<file path="src/rtl/ackseq_pkg.sv">
package ackseq_pkg;
  typedef enum logic [2:0] {
    S_SLEEP, S_IDLE, S_OSCW, S_SYNW, S_TXD, S_ACKW, S_RXW, S_TXACK
  } seq_st_e;

  localparam int NFLAG   = 5;
  localparam int FL_DONE = 0;
  localparam int FL_TOUT = 1;
  localparam int FL_RXPK = 2;
  localparam int FL_BUSY = 3;
  localparam int FL_OSC  = 4;

  typedef struct packed {
    logic osc_en;
    logic synth_start;
    logic tx_en;
    logic rx_en;
    logic tx_sel_ack;
    logic rx_store_en;
  } radio_ctl_t;

  function automatic radio_ctl_t st_drive(seq_st_e s);
    radio_ctl_t c;
    c = '0;
    c.osc_en      = (s != S_SLEEP);
    c.synth_start = (s == S_SYNW);
    c.tx_en       = (s == S_TXD) || (s == S_TXACK);
    c.rx_en       = (s == S_ACKW) || (s == S_RXW);
    c.tx_sel_ack  = (s == S_TXACK);
    c.rx_store_en = (s == S_RXW);
    return c;
  endfunction

  function automatic logic st_active(seq_st_e s);
    return (s != S_SLEEP) && (s != S_IDLE);
  endfunction
endpackage

</file>
<file path="src/rtl/ackseq_timer.sv">
module ackseq_timer #(
  parameter int TMR_W = 16
) (
  input  logic             clk,
  input  logic             rst_n,
  input  logic             load,
  input  logic             run,
  input  logic [TMR_W-1:0] load_val,
  output logic             expire
);
  logic [TMR_W-1:0] cnt_q;

  function automatic logic [TMR_W-1:0] tmr_next(logic [TMR_W-1:0] c, logic ld,
                                                 logic [TMR_W-1:0] v, logic rn);
    if (ld)             return v;
    if (rn && c != '0)  return c - 1'b1;
    return c;
  endfunction

  always_ff @(posedge clk or negedge rst_n)
    if (!rst_n) cnt_q <= '0;
    else        cnt_q <= tmr_next(cnt_q, load, load_val, run);

  assign expire = run && (cnt_q == '0);

  // checker: independent up-counter of cycles since load
  logic [TMR_W-1:0] chk_elapsed, chk_val;
  always_ff @(posedge clk or negedge rst_n)
    if (!rst_n) begin
      chk_elapsed <= '0;
      chk_val     <= '0;
    end else if (load) begin
      chk_elapsed <= '0;
      chk_val     <= load_val;
    end else if (run && chk_elapsed != chk_val) begin
      chk_elapsed <= chk_elapsed + 1'b1;
    end

  a_r4_expire_after_window: assert property (@(posedge clk) disable iff (!rst_n)
    expire |-> (chk_elapsed == chk_val));
endmodule

</file>
<file path="src/rtl/ackseq_flags.sv">
module ackseq_flags #(
  parameter int NF = 5
) (
  input  logic          clk,
  input  logic          rst_n,
  input  logic [NF-1:0] set,
  input  logic [NF-1:0] clr,
  output logic [NF-1:0] flags_q
);
  always_ff @(posedge clk or negedge rst_n)
    if (!rst_n) flags_q <= '0;
    else        flags_q <= (flags_q & ~clr) | set;

  a_r9_sticky: assert property (@(posedge clk) disable iff (!rst_n)
    (($past(flags_q) & ~$past(clr) & ~flags_q) == '0));
endmodule

</file>
<file path="src/rtl/ackseq_fsm.sv">
module ackseq_fsm
  import ackseq_pkg::*;
(
  input  logic    clk,
  input  logic    rst_n,
  input  logic    cfg_end_sleep,
  input  logic    cmd_tx_go,
  input  logic    cmd_rx_go,
  input  logic    cmd_force_end,
  input  logic    osc_ready,
  input  logic    synth_ready,
  input  logic    pkt_sent,
  input  logic    rx_valid,
  input  logic    ack_rcvd,
  input  logic    tmr_expire,
  output seq_st_e state,
  output logic    tmr_load,
  output logic    ev_done,
  output logic    ev_timeout,
  output logic    ev_rx_pkt,
  output logic    ev_busy,
  output logic    ev_osc_up
);
  seq_st_e nxt, end_st;
  logic    kind_rx_q, kind_rx_d, any_go;

  assign end_st = cfg_end_sleep ? S_SLEEP : S_IDLE;
  assign any_go = cmd_tx_go || cmd_rx_go;

  always_comb begin
    nxt        = state;
    kind_rx_d  = kind_rx_q;
    ev_done    = 1'b0;
    ev_timeout = 1'b0;
    ev_rx_pkt  = 1'b0;
    ev_osc_up  = 1'b0;
    if (cmd_force_end) begin
      nxt = end_st;
    end else begin
      case (state)
        S_SLEEP, S_IDLE: if (any_go) begin
          nxt       = (state == S_SLEEP) ? S_OSCW : S_SYNW;
          kind_rx_d = !cmd_tx_go;
        end
        S_OSCW:  if (osc_ready) begin
          nxt       = S_SYNW;
          ev_osc_up = 1'b1;
        end
        S_SYNW:  if (synth_ready) nxt = kind_rx_q ? S_RXW : S_TXD;
        S_TXD:   if (pkt_sent) nxt = S_ACKW;
        S_ACKW:  if (ack_rcvd) begin
          nxt     = end_st;
          ev_done = 1'b1;
        end else if (tmr_expire) begin
          nxt        = end_st;
          ev_timeout = 1'b1;
        end
        S_RXW:   if (rx_valid) begin
          nxt       = S_TXACK;
          ev_rx_pkt = 1'b1;
        end
        S_TXACK: if (pkt_sent) nxt = S_RXW;
        default: nxt = S_SLEEP;
      endcase
    end
  end

  assign ev_busy  = st_active(state) && any_go;
  assign tmr_load = (state != S_ACKW) && (nxt == S_ACKW);

  always_ff @(posedge clk or negedge rst_n)
    if (!rst_n) begin
      state     <= S_SLEEP;
      kind_rx_q <= 1'b0;
    end else begin
      state     <= nxt;
      kind_rx_q <= kind_rx_d;
    end

  a_r7_force_end: assert property (@(posedge clk) disable iff (!rst_n)
    cmd_force_end |=> !st_active(state));
  a_r3_ackw_entry: assert property (@(posedge clk) disable iff (!rst_n)
    (state == S_ACKW && $past(state) != S_ACKW) |-> $past(pkt_sent));
  a_r6_txack_entry: assert property (@(posedge clk) disable iff (!rst_n)
    (state == S_TXACK && $past(state) != S_TXACK) |-> $past(rx_valid));
  a_r10_busy_holds: assert property (@(posedge clk) disable iff (!rst_n)
    (st_active(state) && any_go && !cmd_force_end && state != S_OSCW && state != S_SYNW
     && !pkt_sent && !rx_valid && !ack_rcvd && !tmr_expire) |=> $stable(state));
endmodule

</file>
<file path="src/rtl/ackseq_top.sv">
module ackseq_top
  import ackseq_pkg::*;
#(
  parameter int TMR_W = 16
) (
  input  logic             clk,
  input  logic             rst_n,
  input  logic             cfg_end_sleep,
  input  logic             cfg_osc_irq_en,
  input  logic [TMR_W-1:0] cfg_ack_ticks,
  input  logic             cmd_tx_go,
  input  logic             cmd_rx_go,
  input  logic             cmd_force_end,
  input  logic [4:0]       flag_clr,
  input  logic             osc_ready,
  input  logic             synth_ready,
  input  logic             pkt_sent,
  input  logic             rx_valid,
  input  logic             ack_rcvd,
  output logic             osc_en,
  output logic             synth_start,
  output logic             tx_en,
  output logic             rx_en,
  output logic             tx_sel_ack,
  output logic             rx_store_en,
  output logic [4:0]       flags,
  output logic             irq
);
  seq_st_e    state;
  radio_ctl_t ctl;
  logic       tmr_load, tmr_expire;
  logic       ev_done, ev_timeout, ev_rx_pkt, ev_busy, ev_osc_up;
  logic [NFLAG-1:0] flag_set;

  ackseq_fsm u_fsm (
    .clk(clk), .rst_n(rst_n), .cfg_end_sleep(cfg_end_sleep),
    .cmd_tx_go(cmd_tx_go), .cmd_rx_go(cmd_rx_go), .cmd_force_end(cmd_force_end),
    .osc_ready(osc_ready), .synth_ready(synth_ready), .pkt_sent(pkt_sent),
    .rx_valid(rx_valid), .ack_rcvd(ack_rcvd), .tmr_expire(tmr_expire),
    .state(state), .tmr_load(tmr_load), .ev_done(ev_done), .ev_timeout(ev_timeout),
    .ev_rx_pkt(ev_rx_pkt), .ev_busy(ev_busy), .ev_osc_up(ev_osc_up)
  );

  ackseq_timer #(.TMR_W(TMR_W)) u_tmr (
    .clk(clk), .rst_n(rst_n), .load(tmr_load), .run(state == S_ACKW),
    .load_val(cfg_ack_ticks), .expire(tmr_expire)
  );

  always_comb begin
    flag_set          = '0;
    flag_set[FL_DONE] = ev_done;
    flag_set[FL_TOUT] = ev_timeout;
    flag_set[FL_RXPK] = ev_rx_pkt;
    flag_set[FL_BUSY] = ev_busy;
    flag_set[FL_OSC]  = ev_osc_up && cfg_osc_irq_en;
  end

  ackseq_flags #(.NF(NFLAG)) u_flg (
    .clk(clk), .rst_n(rst_n), .set(flag_set), .clr(flag_clr), .flags_q(flags)
  );

  assign ctl         = st_drive(state);
  assign osc_en      = ctl.osc_en;
  assign synth_start = ctl.synth_start;
  assign tx_en       = ctl.tx_en;
  assign rx_en       = ctl.rx_en;
  assign tx_sel_ack  = ctl.tx_sel_ack;
  assign rx_store_en = ctl.rx_store_en;
  assign irq         = |flags;

  a_r8_osc_flag_cause: assert property (@(posedge clk) disable iff (!rst_n)
    $rose(flags[FL_OSC]) |-> ($past(osc_ready) && $past(cfg_osc_irq_en)));
  a_r6_ack_no_store: assert property (@(posedge clk) disable iff (!rst_n)
    tx_sel_ack |-> (tx_en && !rx_store_en && !rx_en));
endmodule

</file>
<file path="config.mk">
export PLATFORM = sky130hd
export DESIGN_NAME = ackseq_top
export DESIGN_NICKNAME = d
export VERILOG_FILES = /design/src/rtl/ackseq_pkg.sv /design/src/rtl/ackseq_timer.sv /design/src/rtl/ackseq_flags.sv /design/src/rtl/ackseq_fsm.sv /design/src/rtl/ackseq_top.sv
export SDC_FILE = /design/constraint.sdc
export NUM_CORES = 1
export LEC_CHECK = 0
export CORE_ASPECT_RATIO = 0.9
export CORE_UTILIZATION = 62
export DETAILED_ROUTE_END_ITERATION = 8
export DONT_BUFFER_PORTS = 1
export PLACE_DENSITY = 0.78
export SKIP_CTS_REPAIR_TIMING = 1
export SLEW_MARGIN = 15
export SYNTH_ARGS = -nofsm -noshare
export SYNTH_HDL_FRONTEND = slang
export SYNTH_SLANG_ARGS = --single-unit
</file>
<file path="constraint.sdc">
create_clock -name clk -period 2.9 [get_ports clk]
set_input_delay 0.725 -clock clk [delete_from_list [all_inputs] [get_ports clk]]
set_output_delay 0.725 -clock clk [all_outputs]
set_load 0.05 [all_outputs]
</file>
# --- Yosys cells after proc, flatten, opt, wreduce, memory -nomap -nowiden ---
# Cells that the tools add are included.
op_classes:
  n_addsub: 1
  eq_ne: 10
  muxes: 33
  bitwise_logic: 4
  reduce_logical: 18
op_table:
  columns: ["op", "n"]
  rows:
  - ["16-bit two-way mux", 4]
  - ["3-bit two-way mux", 9]
  - ["3-bit one-hot mux with 7 select lines", 1]
  - ["1-bit two-way mux", 18]
  - ["16-bit logical NOT", 1]
  - ["16-bit nonzero test", 1]
  - ["16-bit by 1-bit subtractor with 16-bit output (second input constant)", 1]
  - ["3-bit equality test (second input constant)", 5]
  - ["3-bit by 2-bit equality test with 1-bit output (second input constant)", 2]
  - ["1-bit logical AND", 6]
  - ["5-bit bitwise AND", 1]
  - ["5-bit inverter", 1]
  - ["5-bit bitwise OR", 1]
  - ["5-bit OR reduction", 1]
  - ["3-bit by 1-bit equality test with 1-bit output (second input constant)", 1]
  - ["3-bit logical NOT", 1]
  - ["1-bit logical OR", 3]
  - ["3-bit by 1-bit inequality test with 1-bit output (second input constant)", 1]
  - ["3-bit inequality test (second input constant)", 1]
  - ["3-bit AND reduction", 1]
  - ["3-bit nonzero test", 1]
  - ["2-bit two-way mux", 1]
  - ["2-bit nonzero test", 1]
  - ["2-bit OR reduction", 1]
  - ["2 further kinds", 2]
word_totals:
  reg_bits: 25
  inputBits: 33
  word_cells: 70

# --- Logic depth before layout (Yosys ltp) ---
depth:
  ltp_word: 12
  depth_mapped: 9
  depth_no_buf: 8

# --- Cells and area by module ---
# From an unflattened synthesis, not the netlist that was laid out.
unflattened:
  cells_unflattened: 197
  hier_area_um2: 1632.8
modules_own_cells:
  columns: ["module", "n_inst", "cells_each", "area_each_um2"]
  rows:
  - ["ackseq_timer", 1, 123, 1032.2]
  - ["ackseq_fsm", 1, 44, 341.6]
  - ["ackseq_flags", 1, 15, 181.4]
  - ["ackseq_top", 1, 15, 77.6]

# --- Least setup slack after synthesis ---
# Ideal clock, no wire load.
synth_timing:
  kind: "reg-to-reg"
  start: "register u_fsm.state[2]"
  end: "register u_tmr.cnt_q[0]"
  arrival_ns: 2.414
  required_ns: 2.775
  slack_ns: 0.360
  path_stages_with_launch: 8
  path_buffers: 2
  synth_period_minus_slack_ns: 2.540
  cell_sequence: "dfrtp_1 > buf_2 > nor2_1 > a221oi_1 > nor2_1 > nand3_4 > buf_12 > mux2_4"
synth_between:
  elab_cells_between_ends: 32
  cone_classes: "eq/ne: 9; mux: 17; reduce/logical: 6"
synth_rtl:
  columns: ["item", "line", "text"]
  rows:
  - ["start: declaration", "ackseq_fsm.sv:16", "output seq_st_e state,"]
  - ["start signal: assignment", "ackseq_fsm.sv:76", "state <= nxt;"]
  - ["3-bit by 2-bit equality test with 1-bit output (*)", null, null]
  - ["via synth_start", "ackseq_top.sv:21", "output logic synth_start,"]
  - ["3-bit one-hot mux with 7 select lines (*)", "ackseq_fsm.sv:40", "case (state)"]
  - ["3-bit two-way mux (*)", "ackseq_fsm.sv:37", "if (cmd_force_end) begin"]
  - ["via u_fsm.nxt[1]", "ackseq_fsm.sv:24", "seq_st_e nxt, end_st;"]
  - ["3-bit equality test (*)", "ackseq_fsm.sv:69", "assign tmr_load = (state != S_ACKW) && (nxt == S_ACKW);"]
  - ["1-bit logical AND (*)", "ackseq_fsm.sv:69", null]
  - ["1-bit two-way mux (*)", "ackseq_timer.sv:15", "if (ld) return v;"]
  - ["16-bit two-way mux or 2-bit nonzero test (tied branches)", null, null]
  - ["end signal: assignment", "ackseq_timer.sv:22", "else cnt_q <= tmr_next(cnt_q, load, load_val, run);"]
  - ["end: declaration", "ackseq_timer.sv:11", "logic [TMR_W-1:0] cnt_q;"]
# Mark *: on every way through the listed nets, which the timed path passes. The rest lies on a longest branch. The select of a mux whose other input is x is not followed.
# A chain may end at the register's enable or synchronous reset.

# --- Final worst setup path ---
layout_timing:
  start: "register u_tmr.cnt_q[7]"
  end: "register u_tmr.cnt_q[6]"
layout_between:
  elab_chain_cells: 10
  elab_cells_between_ends: 17
  cone_classes: "eq/ne: 1; mux: 10; reduce/logical: 6"
layout_lines:
  columns: ["item", "line", "text"]
  rows:
  - ["16-bit logical NOT (*)", "ackseq_timer.sv:24", "assign expire = run && (cnt_q == '0);"]
  - ["1-bit logical AND (*)", "ackseq_timer.sv:24", null]
  - ["3-bit two-way mux (*)", "ackseq_fsm.sv:54", "end else if (tmr_expire) begin"]
  - ["3-bit two-way mux (*)", "ackseq_fsm.sv:51", "S_ACKW: if (ack_rcvd) begin"]
  - ["3-bit one-hot mux with 7 select lines (*)", "ackseq_fsm.sv:40", null]
  - ["3-bit two-way mux (*)", "ackseq_fsm.sv:37", null]
  - ["via u_fsm.nxt[0]", "ackseq_fsm.sv:24", null]
  - ["3-bit equality test (*)", "ackseq_fsm.sv:69", null]
  - ["1-bit logical AND (*)", "ackseq_fsm.sv:69", null]
  - ["1-bit two-way mux (*)", "ackseq_timer.sv:15", null]
  - ["16-bit two-way mux or 2-bit nonzero test (tied branches)", null, null]
# Marks and branches as above.

==> metrics.md <==
| Metric | Value |
|---|---|
| Status | `complete, no violations` |
| Post-synthesis net count | `194` |
| Startpoint types | `flop` |
| Hold Crit Class | `in2async` |
| Worst Path Max Fanout | `14` |
| Tcrit/Tclk final | `82.02%` |
| Worst path required time | `3110 ps` |
| Gpl congestion | `0.8225` |
| Die Y | `50.37 microns` |
| PwrDens | `between 800 and 900 nW/um^2` |
| CTS Root Cell | `clkbuf_4` |
| Io pins | `45` |
| Antenna violations before repair | `0` |
| CTS tree | `yes` |
| Critical path, cell by cell | `or4_4 -> nand4b_4 -> o21ai_2 -> a311oi_4 -> nand3_4 -> mux2_2` |
| CP max stage delay | `580 ps` |
| Sequential-to-total area share from yosys stat | `38.82%` |
| Number of flops mapped to enable cells by yosys | `0` |
| Unrepaired setup endpoints after global routing | `no` |
| Overflow after GRT | `0` |
| DRT Pass-1 Iters | `4` |
| Pins Over Slew Limit | `0` |
| Vias | `roughly 1200` |
| Tmin final | `about 2400 ps` |
| Yosys warnings | `0` |
| CTS H-tree lvls | `1` |
| Slew @ Worst Pin | `523.1 ps` |
| Peak supply drop | `519.9 uV` |
| Area grow syn2layout | `1.242%` |
| FF+latch count, synth | `25` |
| DP HPWL | `around 2.3 mm` |
| Number of max-cap violations | `0` |
| Largest net degree at the start of global routing | `26` |
| Crit path kind | `reg2reg` |
| CTS Buffer Depth | `2` |
| Fraction of layout instances using a drive strength above 1 | `15.19%` |
| Post-synth top flop | `dfrtp_1` |
| Ant. Diodes | `0` |
| Port Buffers | `0` |
| First-pass GRT wire length | `4.981 mm` |
| Row count | `17` |
| CTS Sinks | `25` |
| Post-synth cell types | `40` |
| Final Hold Viols | `0` |
| Nets | `194` |
| Average routed wire per standard cell | `16.16 microns` |
| Leak | `0.0007616 uW` |
| Final setup vio count | `0` |
| Cell count after synthesis | `between 150 and 200` |
| Initial Util | `between 60% and 70%` |
| Synth Cell Area | `1612 sq um` |
| Most frequent cells in the layout | `25 x dfrtp_1, 11 x inv_1, 11 x nor2_1, 10 x mux2_4, 9 x nand2_1` |
| Commonest non-fill, non-tap cell in the layout | `dfrtp_1` |
| Die Width | `~56 microns` |
| Core Footprint | `2467 sq um` |
| Initial drt markers | `44` |
| Vias per cell | `6.392` |
| Die area | `roughly 2800 sq um` |
| Total wire length | `around 3.0 mm` |
| Fin Setup TNS | `0 ps` |
| Clock latency at the later pin of the worst-skew pair | `310 ps` |
| Async SR Flop Fraction | `100.0%` |
| Total track usage | `between 20% and 30%` |
| Max_slew headroom | `64.81%` |
| Fmax | `between 400 and 500 MHz` |
| Worst setup EP type | `flop` |
| Skew final | `2.794 ps` |
| Fill cells | `215` |
| CP Data Arrival Time | `roughly 2600 ps` |
| Tot Pwr | `1350 uW` |
| # DRC | `0` |
| Critical path's slowest cell | `or4_4` |
| Post-Syn Area per Cell | `10.14 sq um` |
| Largest delay share family, worst path | `simple AND/OR/NAND/NOR gates` |
| CTS buffer count | `3` |
| Buf+Inv Stages, Crit Path | `0` |
| Clock slew at reported path FFs | `120 ps` |
| Vias in the first global route | `1116` |
| Routed Antenna Nets | `0` |
-- worst paths after layout --
path                                 start              end  slack [ps]  depth (start not counted)
setup / recovery            u_tmr.cnt_q[7]   u_tmr.cnt_q[6]         520                          6
hold / removal                       rst_n  u_fsm.kind_rx_q          90                          0
setup reg to reg            u_tmr.cnt_q[7]   u_tmr.cnt_q[6]         520                          6
hold reg to reg            u_fsm.kind_rx_q  u_fsm.kind_rx_q         570                          2
max in group asynchronous            rst_n   u_tmr.cnt_q[6]        2740                          0
min in group clk                 cmd_tx_go  u_fsm.kind_rx_q         480                          1
-- cell usage after synthesis (all sizes together), types with 2 or more instances --
| cell type | number | share of area [%] |
|---|---|---|
| a211o | 2 | 1.1 |
| a21oi | 6 | 1.9 |
| a31oi | 3 | 1.2 |
| and3 | 3 | 1.2 |
| and3b | 3 | 1.6 |
| buf | 7 | 3.5 |
| dfrtp | 25 | 39 |
| ha | 2 | 1.6 |
| inv | 11 | 2.6 |
| mux2 | 14 | 12 |
| nand2 | 9 | 2.1 |
| nand2b | 4 | 1.6 |
| nand3 | 6 | 2.6 |
| nand4 | 3 | 1.2 |
| nor2 | 11 | 2.6 |
| nor3 | 7 | 2.2 |
| nor4 | 5 | 1.9 |
| o21ai | 6 | 2.1 |
| o32ai | 3 | 1.6 |
| or3 | 2 | 0.78 |
| or4 | 3 | 1.6 |
| xnor2 | 6 | 3.3 |
| xor2 | 7 | 3.8 |
-- metrics by stage --
step           cell area [sq um]  util, %  worst slack (ps)  hold WS, ps  cells
6_report                    1632    66.13             521.3        88.16    186
5_1_grt                     1632    66.13             330.1        52.70    186
4_1_cts                     1632    66.13             531.7        70.40    186
3_5_place_dp                1605    65.06             520.8        429.9    182
3_3_place_gp                1605    65.06             550.1        429.8    182
2_1_floorplan               1612        -             360.4        429.4    159
-- per-layer routing --
layer / global-route usage, % / up-vias / routed length (microns)
met4: 5.833 / 0 / 16
met2: 37.35 / 57 / 1380
met3: 8.247 / 2 / 249
met5: 0 / - / 0
li1: - / 568 / -
met1: 29.40 / 562 / 1360
-- cell families (layout without fill, tap and decap cells) --
logic type / Yosys count / after routing / synth area share [%]
adder cells (fa/ha/maj): 2 / 2 / 1.553
multiplexers: 14 / 14 / 12.11
XOR/XNOR: 13 / 13 / 7.065
buffers and inverters: 18 / 17 / 6.056
flip-flops: 25 / 25 / 38.82
AO/OA/AOI/OAI: 25 / 25 / 11.34
AND/OR/NAND/NOR: 62 / 62 / 23.06
-- area by class of cell --
class / count / area (sq um) / share of cell area, %
multi-input cells: 116 / 888.4 / 54.45
repair buffers: 2 / 15.01 / 0.9202
clock buffers: 4 / 26.28 / 1.610
inverters: 11 / 41.29 / 2.531
well taps: 28 / 35.03 / 2.147
flip-flops and latches: 25 / 625.6 / 38.34
-- power breakdown --
group          switching [uW]  internal, uW  total [uW]  leakage, uW
sequential                170           477         647     0.000309
clock                    94.5          53.7         148    0.0000150
combinational             267           288         555     0.000438
total                     531           819        1350     0.000762
-- state kept, by name (all words and copies together) (netlist names) --
| register | count |
|---|---|
| u_fsm.state | 3 |
| u_fsm.kind_rx_q | 1 |
| u_flg.flags_q | 5 |
| u_tmr.cnt_q | 16 |
(Power assumes the default switching activity.)
